## config.mk

```make
export PLATFORM = sky130hd
export DESIGN_NAME = pvs_seq
export DESIGN_NICKNAME = d
export VERILOG_FILES = /design/src/rtl/pvs_pkg.sv /design/src/rtl/pvs_div.sv /design/src/rtl/pvs_cell.sv /design/src/rtl/pvs_ctrl.sv /design/src/rtl/pvs_seq.sv
export SDC_FILE = /design/constraint.sdc
export NUM_CORES = 2
export LEC_CHECK = 0
export ABC_CLOCK_PERIOD_IN_PS = 6030
export BUFFER_PORTS_ARGS = -buffer_cell sky130_fd_sc_hd__buf_4
export CORE_ASPECT_RATIO = 1.5
export CORE_MARGIN = 1
export CORE_UTILIZATION = 55
export CTS_BUF_LIST = sky130_fd_sc_hd__clkbuf_4
export DETAILED_ROUTE_END_ITERATION = 10
export PLACE_DENSITY = 0.71
export SETUP_SLACK_MARGIN = 0.02
export SLEW_MARGIN = 25
export SYNTH_ARGS = -nofsm -noshare
export SYNTH_HDL_FRONTEND = slang
export SYNTH_HIERARCHICAL = 1
export SYNTH_SLANG_ARGS = --single-unit
```

## constraint.sdc

```tcl
create_clock -name clk -period 6.03 [get_ports clk]
set_clock_uncertainty 0.05 [all_clocks]
set_input_delay 0.3015 -clock clk [delete_from_list [all_inputs] [get_ports clk]]
set_output_delay 0.3015 -clock clk [all_outputs]
set_load 0.02 [all_outputs]
```

## src/rtl/pvs_pkg.sv

```systemverilog
// Shared types for the predictive program-verify sequencer.
// Assumes: cell verdicts fit in three bits; controller state fits in four bits.
package pvs_pkg;

    localparam int ST_W = 3;

    typedef enum logic [2:0] {
        ST_NONE  = 3'd0,
        ST_PASS  = 3'd1,
        ST_SHORT = 3'd2,
        ST_OVER  = 3'd3,
        ST_ERASE = 3'd4
    } cell_st_t;

    typedef enum logic [1:0] {
        VK_ERASE = 2'd0,
        VK_CAL   = 2'd1,
        VK_FIN   = 2'd2
    } vkind_t;

    typedef enum logic [3:0] {
        S_IDLE  = 4'd0,
        S_VREQ  = 4'd1,
        S_VWAIT = 4'd2,
        S_CHK   = 4'd3,
        S_CAL   = 4'd4,
        S_DGO   = 4'd5,
        S_DWAIT = 4'd6,
        S_FF    = 4'd7,
        S_TRIM  = 4'd8,
        S_FIN   = 4'd9
    } ctl_st_t;

endpackage

```

## src/rtl/pvs_div.sv

```systemverilog
// Restoring unsigned divider, one quotient bit per cycle.
// Does: quo = floor(num/den) after W cycles of busy.
// Assumes: den is non-zero when go is raised; go is only raised while idle.
module pvs_div #(
    parameter int W = 10
) (
    input  logic         clk,
    input  logic         rst_n,
    input  logic         go,
    input  logic [W-1:0] num,
    input  logic [W-1:0] den,
    output logic         busy,
    output logic [W-1:0] quo
);
    localparam int CW = $clog2(W + 1);

    logic [W-1:0]  rem_q, quo_q, den_q, num_q;
    logic [CW-1:0] cnt_q;
    logic          busy_q;
    logic [W:0]    shifted;
    logic          fits;

    // Shift the next dividend bit into the partial remainder and test it.
    always_comb begin
        shifted = {rem_q, quo_q[W-1]};
        fits    = shifted >= {1'b0, den_q};
    end

    // Iterate the restoring division.
    always_ff @(posedge clk) begin
        if (!rst_n) begin
            rem_q  <= '0;
            quo_q  <= '0;
            den_q  <= '0;
            num_q  <= '0;
            cnt_q  <= '0;
            busy_q <= 1'b0;
        end else if (go) begin
            rem_q  <= '0;
            quo_q  <= num;
            den_q  <= den;
            num_q  <= num;
            cnt_q  <= CW'(W);
            busy_q <= 1'b1;
        end else if (busy_q) begin
            rem_q <= fits ? W'(shifted - {1'b0, den_q}) : shifted[W-1:0];
            quo_q <= {quo_q[W-2:0], fits};
            cnt_q <= cnt_q - 1'b1;
            if (cnt_q == CW'(1)) busy_q <= 1'b0;
        end
    end

    assign busy = busy_q;
    assign quo  = quo_q;

    logic [2*W:0] prod_lo, prod_hi;
    assign prod_lo = (2*W+1)'(quo_q) * (2*W+1)'(den_q);
    assign prod_hi = prod_lo + (2*W+1)'(den_q);

    // a new division never starts on top of a running one
    a_r4_go_when_idle: assert property (@(posedge clk) disable iff (!rst_n)
        go |-> !busy_q);

    // the finished quotient is the floor of num/den
    a_r4_quotient_floor: assert property (@(posedge clk) disable iff (!rst_n)
        $fell(busy_q) |-> (prod_lo <= (2*W+1)'(num_q)) && (prod_hi > (2*W+1)'(num_q)));

endmodule

```

## src/rtl/pvs_cell.sv

```systemverilog
// Per-cell state of the sequencer: erase check, slope capture, pulse
// prediction and verdict.
// Assumes: vth is valid whenever a capture/eval strobe is high; the
// threshold only rises with pulses.
module pvs_cell
    import pvs_pkg::*;
#(
    parameter int LVL_W  = 6,
    parameter int TH_W   = 10,
    parameter int CAL_SH = 2,
    parameter int CNT_W  = 11
) (
    input  logic             clk,
    input  logic             rst_n,
    input  logic             clr,
    input  logic             en_in,
    input  logic [LVL_W-1:0] lvl_in,
    input  logic [TH_W-1:0]  tol,
    input  logic [TH_W-1:0]  lo,
    input  logic [TH_W-1:0]  hi,
    input  logic [TH_W-1:0]  vth,
    input  logic             cap_base,
    input  logic             cap_cal,
    input  logic             eval_fin,
    input  logic             trim_last,
    input  logic             div_go,
    input  logic             cal_ph,
    input  logic             ff_ph,
    input  logic             trim_ph,
    input  logic [CNT_W-1:0] ff_cnt,
    output logic             pulse,
    output logic             active,
    output logic             ff_more,
    output logic             div_busy,
    output logic [ST_W-1:0]  status
);
    localparam int SH = TH_W - LVL_W;

    logic            active_q, en_q;
    cell_st_t        status_q;
    logic [TH_W-1:0] tgt_q, base_q, vcal_q, slope_q;
    logic [TH_W-1:0] slope_calc, div_num, div_den, npred;
    logic [TH_W:0]   vth_x, tol_x, tgt_x;
    logic            is_over, is_short;

    // Compare the returned reading against the target band.
    always_comb begin
        vth_x    = {1'b0, vth};
        tol_x    = {1'b0, tol};
        tgt_x    = {1'b0, tgt_q};
        is_over  = vth_x > (tgt_x + tol_x);
        is_short = (vth_x + tol_x) < tgt_x;
    end

    // Slope per pulse from the calibration rise; a falling reading gives zero.
    always_comb begin
        slope_calc = (vth >= base_q) ? ((vth - base_q) >> CAL_SH) : '0;
    end

    // Divider operands: the remaining distance, and the slope with zero replaced by one.
    always_comb begin
        div_num = tgt_q - vcal_q;
        div_den = (slope_q == '0) ? TH_W'(1) : slope_q;
    end

    pvs_div #(.W(TH_W)) u_div (
        .clk   (clk),
        .rst_n (rst_n),
        .go    (div_go && active_q),
        .num   (div_num),
        .den   (div_den),
        .busy  (div_busy),
        .quo   (npred)
    );

    // Cell state across the phases of one run.
    always_ff @(posedge clk) begin
        if (!rst_n) begin
            active_q <= 1'b0;
            en_q     <= 1'b0;
            status_q <= ST_NONE;
            tgt_q    <= '0;
            base_q   <= '0;
            vcal_q   <= '0;
            slope_q  <= '0;
        end else if (clr) begin
            active_q <= en_in;
            en_q     <= en_in;
            status_q <= ST_NONE;
            tgt_q    <= TH_W'(lvl_in) << SH;
        end else if (cap_base && active_q) begin
            if (vth < lo || vth > hi) begin
                status_q <= ST_ERASE;
                active_q <= 1'b0;
            end else begin
                base_q <= vth;
            end
        end else if (cap_cal && active_q) begin
            vcal_q  <= vth;
            slope_q <= slope_calc;
            if (is_over) begin
                status_q <= ST_OVER;
                active_q <= 1'b0;
            end else if (!is_short) begin
                status_q <= ST_PASS;
                active_q <= 1'b0;
            end
        end else if (eval_fin && active_q) begin
            if (is_over) begin
                status_q <= ST_OVER;
                active_q <= 1'b0;
            end else if (!is_short) begin
                status_q <= ST_PASS;
                active_q <= 1'b0;
            end else if (trim_last) begin
                status_q <= ST_SHORT;
                active_q <= 1'b0;
            end
        end
    end

    // Pulse strobe: calibration and trim pulse every live cell; the burst runs to the predicted count.
    always_comb begin
        ff_more = active_q && (CNT_W'(npred) > ff_cnt);
        pulse   = active_q && (cal_ph || trim_ph || (ff_ph && ff_more));
    end

    assign active = active_q;
    assign status = status_q;

    // once a verdict is recorded the cell receives no further pulses
    a_r5_verdict_stops_pulses: assert property (@(posedge clk) disable iff (!rst_n)
        (status_q != ST_NONE) |-> !pulse);

    // an overshoot verdict is kept until the next run is accepted
    a_r6_over_sticky: assert property (@(posedge clk) disable iff (!rst_n)
        (status_q == ST_OVER && !clr) |=> (status_q == ST_OVER));

    // a disabled cell is never pulsed
    a_r9_disabled_silent: assert property (@(posedge clk) disable iff (!rst_n)
        !en_q |-> !pulse);

    // an erase fault is never followed by a pass verdict in the same run
    a_r2_erase_final: assert property (@(posedge clk) disable iff (!rst_n)
        (status_q == ST_ERASE && !clr) |=> (status_q == ST_ERASE));

endmodule

```

## src/rtl/pvs_ctrl.sv

```systemverilog
// Run controller of the sequencer. It steps through the erase verify,
// calibration burst, calibration verify, division, open-loop burst and
// verify/trim rounds.
// Assumes: verify_ack arrives some cycles after verify_req; the cells report
// their aggregate activity back on the next cycle.
module pvs_ctrl
    import pvs_pkg::*;
#(
    parameter int CAL_SH   = 2,
    parameter int MAX_TRIM = 4,
    parameter int CNT_W    = 11
) (
    input  logic             clk,
    input  logic             rst_n,
    input  logic             start,
    input  logic             verify_ack,
    input  logic             any_active,
    input  logic             any_ff_more,
    input  logic             any_div_busy,
    output logic             clr,
    output logic             busy,
    output logic             done,
    output logic             verify_req,
    output logic             cap_base,
    output logic             cap_cal,
    output logic             eval_fin,
    output logic             trim_last,
    output logic             cal_ph,
    output logic             ff_ph,
    output logic             trim_ph,
    output logic             div_go,
    output logic [CNT_W-1:0] ff_cnt
);
    localparam int CAL_N = 1 << CAL_SH;
    localparam int CC_W  = CAL_SH + 1;
    localparam int TR_W  = $clog2(MAX_TRIM + 1) + 1;

    ctl_st_t          state_q;
    vkind_t           vkind_q;
    logic [CC_W-1:0]  cal_cnt_q;
    logic [TR_W-1:0]  trim_cnt_q;
    logic [CNT_W-1:0] ff_cnt_q;
    logic             strobe;

    // Phase sequencing for one programming run.
    always_ff @(posedge clk) begin
        if (!rst_n) begin
            state_q    <= S_IDLE;
            vkind_q    <= VK_ERASE;
            cal_cnt_q  <= '0;
            trim_cnt_q <= '0;
            ff_cnt_q   <= '0;
        end else begin
            case (state_q)
                S_IDLE: if (start) begin
                    state_q <= S_VREQ;
                    vkind_q <= VK_ERASE;
                end
                S_VREQ:  state_q <= S_VWAIT;
                S_VWAIT: if (verify_ack) state_q <= S_CHK;
                S_CHK: begin
                    case (vkind_q)
                        VK_ERASE: begin
                            cal_cnt_q <= '0;
                            state_q   <= any_active ? S_CAL : S_FIN;
                        end
                        VK_CAL:  state_q <= any_active ? S_DGO : S_FIN;
                        default: state_q <= any_active ? S_TRIM : S_FIN;
                    endcase
                end
                S_CAL: begin
                    if (cal_cnt_q == CC_W'(CAL_N - 1)) begin
                        state_q <= S_VREQ;
                        vkind_q <= VK_CAL;
                    end else begin
                        cal_cnt_q <= cal_cnt_q + 1'b1;
                    end
                end
                S_DGO: state_q <= S_DWAIT;
                S_DWAIT: if (!any_div_busy) begin
                    state_q  <= S_FF;
                    ff_cnt_q <= '0;
                end
                S_FF: begin
                    if (any_ff_more) begin
                        ff_cnt_q <= ff_cnt_q + 1'b1;
                    end else begin
                        state_q    <= S_VREQ;
                        vkind_q    <= VK_FIN;
                        trim_cnt_q <= '0;
                    end
                end
                S_TRIM: begin
                    trim_cnt_q <= trim_cnt_q + 1'b1;
                    state_q    <= S_VREQ;
                end
                S_FIN:   state_q <= S_IDLE;
                default: state_q <= S_IDLE;
            endcase
        end
    end

    // Decode phase strobes for the cells and the block outputs.
    always_comb begin
        strobe     = (state_q == S_VWAIT) && verify_ack;
        clr        = (state_q == S_IDLE) && start;
        busy       = (state_q != S_IDLE);
        done       = (state_q == S_FIN);
        verify_req = (state_q == S_VREQ);
        cap_base   = strobe && (vkind_q == VK_ERASE);
        cap_cal    = strobe && (vkind_q == VK_CAL);
        eval_fin   = strobe && (vkind_q == VK_FIN);
        trim_last  = (trim_cnt_q == TR_W'(MAX_TRIM));
        cal_ph     = (state_q == S_CAL);
        ff_ph      = (state_q == S_FF);
        trim_ph    = (state_q == S_TRIM);
        div_go     = (state_q == S_DGO);
        ff_cnt     = ff_cnt_q;
    end

    // never more trim rounds than allowed
    a_r7_trim_bound: assert property (@(posedge clk) disable iff (!rst_n)
        trim_cnt_q <= TR_W'(MAX_TRIM));

    // done lasts one cycle and the block is idle afterwards
    a_r9_done_then_idle: assert property (@(posedge clk) disable iff (!rst_n)
        done |=> (!busy && !done));

    // an accepted start is followed by the erase verify request
    a_r1_erase_read_first: assert property (@(posedge clk) disable iff (!rst_n)
        clr |=> verify_req);

endmodule

```

## src/rtl/pvs_seq.sv

```systemverilog
// Top of the predictive program-verify sequencer for NCELL cells.
// Does: captures the run settings, runs the controller, and instantiates one
// cell slice per programmed cell.
// Assumes: the external pulse generator acts on every high pulse_stb bit;
// vth holds one TH_W code per cell.
module pvs_seq
    import pvs_pkg::*;
#(
    parameter int NCELL    = 8,
    parameter int LVL_W    = 6,
    parameter int TH_W     = 10,
    parameter int CAL_SH   = 2,
    parameter int MAX_TRIM = 4
) (
    input  logic                  clk,
    input  logic                  rst_n,
    input  logic                  start,
    input  logic [NCELL-1:0]      cell_en,
    input  logic [NCELL*LVL_W-1:0] target_lvl,
    input  logic [TH_W-1:0]       tol,
    input  logic [TH_W-1:0]       erase_lo,
    input  logic [TH_W-1:0]       erase_hi,
    output logic [NCELL-1:0]      pulse_stb,
    output logic                  verify_req,
    input  logic                  verify_ack,
    input  logic [NCELL*TH_W-1:0] vth,
    output logic                  busy,
    output logic                  done,
    output logic [NCELL*ST_W-1:0] cell_status
);
    localparam int CNT_W = TH_W + 1;

    logic [TH_W-1:0]  tol_q, lo_q, hi_q;
    logic [NCELL-1:0] act_v, more_v, dbusy_v;
    logic             clr, cap_base, cap_cal, eval_fin, trim_last;
    logic             cal_ph, ff_ph, trim_ph, div_go;
    logic [CNT_W-1:0] ff_cnt;

    // Hold the tolerance and erase window fixed for the whole run.
    always_ff @(posedge clk) begin
        if (!rst_n) begin
            tol_q <= '0;
            lo_q  <= '0;
            hi_q  <= '0;
        end else if (clr) begin
            tol_q <= tol;
            lo_q  <= erase_lo;
            hi_q  <= erase_hi;
        end
    end

    pvs_ctrl #(.CAL_SH(CAL_SH), .MAX_TRIM(MAX_TRIM), .CNT_W(CNT_W)) u_ctrl (
        .clk          (clk),
        .rst_n        (rst_n),
        .start        (start),
        .verify_ack   (verify_ack),
        .any_active   (|act_v),
        .any_ff_more  (|more_v),
        .any_div_busy (|dbusy_v),
        .clr          (clr),
        .busy         (busy),
        .done         (done),
        .verify_req   (verify_req),
        .cap_base     (cap_base),
        .cap_cal      (cap_cal),
        .eval_fin     (eval_fin),
        .trim_last    (trim_last),
        .cal_ph       (cal_ph),
        .ff_ph        (ff_ph),
        .trim_ph      (trim_ph),
        .div_go       (div_go),
        .ff_cnt       (ff_cnt)
    );

    for (genvar c = 0; c < NCELL; c++) begin : g_cell
        pvs_cell #(.LVL_W(LVL_W), .TH_W(TH_W), .CAL_SH(CAL_SH), .CNT_W(CNT_W)) u_cell (
            .clk       (clk),
            .rst_n     (rst_n),
            .clr       (clr),
            .en_in     (cell_en[c]),
            .lvl_in    (target_lvl[c*LVL_W +: LVL_W]),
            .tol       (tol_q),
            .lo        (lo_q),
            .hi        (hi_q),
            .vth       (vth[c*TH_W +: TH_W]),
            .cap_base  (cap_base),
            .cap_cal   (cap_cal),
            .eval_fin  (eval_fin),
            .trim_last (trim_last),
            .div_go    (div_go),
            .cal_ph    (cal_ph),
            .ff_ph     (ff_ph),
            .trim_ph   (trim_ph),
            .ff_cnt    (ff_cnt),
            .pulse     (pulse_stb[c]),
            .active    (act_v[c]),
            .ff_more   (more_v[c]),
            .div_busy  (dbusy_v[c]),
            .status    (cell_status[c*ST_W +: ST_W])
        );
    end

    // reads and pulses never overlap
    a_r8_no_pulse_during_read: assert property (@(posedge clk) disable iff (!rst_n)
        verify_req |-> (pulse_stb == '0));

endmodule

```

==> key figures <==
Status
  – Status: finished clean

Worst setup path
  – Arrival time at the worst endpoint: 6.00 ns
  – CP Capture Type: flop
  – Max FO, Critical Path: 11
  – Req. time, crit path: 7.00 ns
  – Crit-path slowest cell: dfxtp_1
  – Reg2reg setup slack: 1.01 ns
  – Cells along the critical path: inv_1 > ha_1 > a221oi_1 > o41a_1 > a21oi_1 > inv_1 > a21oi_1 > xnor2_1 > ha_1 > a21oi_1 > o22ai_1 > a2111oi_0 > o211ai_1 > o311ai_2 > a32o_1 > dlygate4sd3_1
  – Crit Path Category: reg2reg
  – CP most frequent cell: a21oi_1
  – Max stage delay on crit path: 0.82 ns
  – CP startpoint kind: flop

Timing
  – Final Critical Period: 5.02 ns
  – RSZ-0062 raised after global routing: false
  – Slew headroom: 18.3%
  – Maximum clock rate: 199 MHz
  – Final setup viols: 0
  – Final Cycle Share: 83.3%
  – Smallest hold slack: 0.169 ns
  – Worst slew pin tran: 1.22 ns
  – Worst setup margin: 1.01 ns
  – Setup TNS: 0 ns
  – Final hold violation count: 0
  – Max-slew violation count: 0

Power
  – Sequential share of power: 40.3%
  – Internal: 7.50 mW
  – Switching power: 3.77 mW
  – VDD IR-drop max: 0.232 mV
  – Static leakage: 24.2 nW
  – Clock share of power: 33.4%
  – Switching part of the total: 33.5%
  – Combinational share of power: 26.3%
  – Power Dens Cells: 191 nW/µm²

Finish
  – Layout cells sized above 1: 10.1%
  – Final net count: 7,537
  – P&R area growth vs syn: 17.9%

Synthesis
  – Most area-consuming cells after synthesis: dfxtp_1, ha_1, mux2i_1
  – Ys async rst share: 0%
  – Netlist cell types: 93
  – Post-synthesis register bit count: 638
  – Main flop type after synthesis: dfxtp_1
  – Seq/Total Area, Yosys: 25.6%
  – Synthesized cell area: 49,900 µm²
  – Synth area leader: dfxtp_1
  – Mapped Cells: 5,970
  – Avg Synthesized Cell Area: 8.36 µm²
  – Post-synth top area share: 25.6%
  – Warning count from the yosys run: 6
  – Post-synth EDFFs: 0

Floorplanning
  – Die X: 248 µm
  – Initial core utilization: 55.4%
  – Io pins: 205
  – Die H: 371 µm
  – Core ar.: 90,000 µm²
  – Rows: 135
  – Die footprint: 92,000 µm²

CTS
  – TritonCTS clock tree: built
  – CTS buffer count: 166
  – # Post-CTS Setup Buffers: 0
  – TritonCTS sink count: 638
  – CTS clk-pin slew, worst paths: 0.08 ns
  – Clock Tree Root: clkbuf_4
  – Clk_lat worst skew: 1.15 ns
  – Clk buf depth: 3
  – H-tree depth: 4

Routing
  – Drt total wl: 154 mm
  – First drt pass iteration count: 7
  – Post-route ant nets: 0
  – Routed via count: 46,300
  – First-iteration detailed-routing DRC count: 2,752
  – Routed vias/inst: 5.85
  – DR WL/cell: 19.5 µm
  – DRC: 0

Global routing
  – Global-route wire length before repair: 241 mm
  – Vias in the first global route: 45,700
  – Gr usage total: 33.4%
  – Initial antenna violation count: 7
  – Largest net degree at the start of global routing: 112
  – Remaining Overflow, GRT: 0

Min path
  – Hold Crit Class: in2reg

Job
  – Max-cap violations: 0

Place
  – Routability Congestion: 0.958
  – Post-DP HPWL: 105 mm
  – Worst slack, placed: 1.62 ns
  – Port Buf Inserts: 204
synth_stat cells (all sizes together) (138+ instances only):
library cell  instances
xnor2               149
mux2i               365
nor2b               380
clkbuf              178
o21ai               319
nor3                138
inv                 640
nor2                248
dfxtp               638
a21oi               341
ha                  709
nand2               426
timing repair:
action,CTS,global route
gates resized for setup,0,0
endpoints found under the hold margin,538,0
hold buffers,461,0
sequential cells by signal (all words and copies together) (netlist names), 24 cells and up:
register                   count
g_cell.u_cell/base_q          80
g_cell.u_cell/u_div/den_q     80
g_cell.u_cell/u_div/quo       80
g_cell.u_cell/u_div/rem_q     80
g_cell.u_cell/vcal_q          80
g_cell.u_cell/slope_q         64
g_cell.u_cell/tgt_q           48
g_cell.u_cell/u_div/cnt_q     32
g_cell.u_cell/status          24
routing by layer:
metal	track usage [%]	routed length [µm]	up-vias
li1	-	-	22400
met1	39.3	61500	21800
met4	17.9	8540	2
met5	0	11	-
met3	6.74	12200	506
met2	56.6	72200	1636
logic make-up after synthesis:
logic type | Yosys count | share of synthesized area [%]
and+or+nand+nor | 1772 | 18.8
adders and majority gates | 725 | 18.4
AOI/OAI and AO/OA | 1355 | 18.3
muxes | 365 | 7.32
DFF | 638 | 25.6
xor gates and xnor gates | 230 | 4.04
buffers and inverters | 877 | 7.46
other | 8 | 0.0602
layout make-up:
type | count | area, µm²
fill | 7538 | 31200
sequential | 638 | 12800
antenna | 6 | 15.0
multi-input combinational | 4463 | 33500
inverter | 640 | 2400
clock buffer | 227 | 1700
tap | 1164 | 1460
timing repair buffer | 733 | 6680
clock inverter | 53 | 295
final timing paths:
path                         startpoint                    endpoint  depth (start not counted)
max                            tol_q[2]     g_cell[4].u_cell/active                         16
min                             vth[26]  g_cell[2].u_cell/base_q[6]                          4
max reg2reg                    tol_q[2]     g_cell[4].u_cell/active                         16
min reg2reg  g_cell[2].u_cell/vcal_q[7]  g_cell[2].u_cell/vcal_q[7]                          2
stage by stage:
step / area (µm²) / utilization, % / total power [mW] / std cells
final: 58900 / 65.4 / 11.3 / 7924
after global routing: 58900 / 65.4 / 11.9 / 7921
after CTS: 58800 / 65.3 / 11.3 / 7918
after detailed placement: 52200 / 58.0 / 7.22 / 7177
after global placement: 52200 / 58.0 / 7.15 / 7176
after floorplan: 49900 / - / 6.38 / 5978
critical path, delay by kind of cell, from the launching register on:
| family | cells | cell delay [ns] |
|---|---|---|
| flip-flops | 1 | 0.82 |
| adder cells (fa/ha/maj) | 2 | 0.60 |
| buffers and inverters | 3 | 0.72 |
| AO/OA/AOI/OAI | 10 | 2.57 |
| XOR/XNOR | 1 | 0.14 |
power groups by stage:
stage	clock (mW)	combinational [mW]	sequential, mW
after global placement	0	2.54	4.61
after detailed placement	0	2.60	4.62
after floorplan	0	1.90	4.48
after CTS	3.86	2.90	4.52
after global routing	4.06	3.28	4.54
final	3.76	2.97	4.54
cells in the final DEF (no fill, tap or decap), types with 261 or more instances in the layout:
master and instances:
a21oi_1 320, ha_1 709, nor2b_1 380, nand2_1 422, buf_4 269, dlygate4sd3_1 461, inv_1 636, o21ai_0 261
dfxtp_1 635, mux2i_1 365
Power figures use the tool's default switching activity.
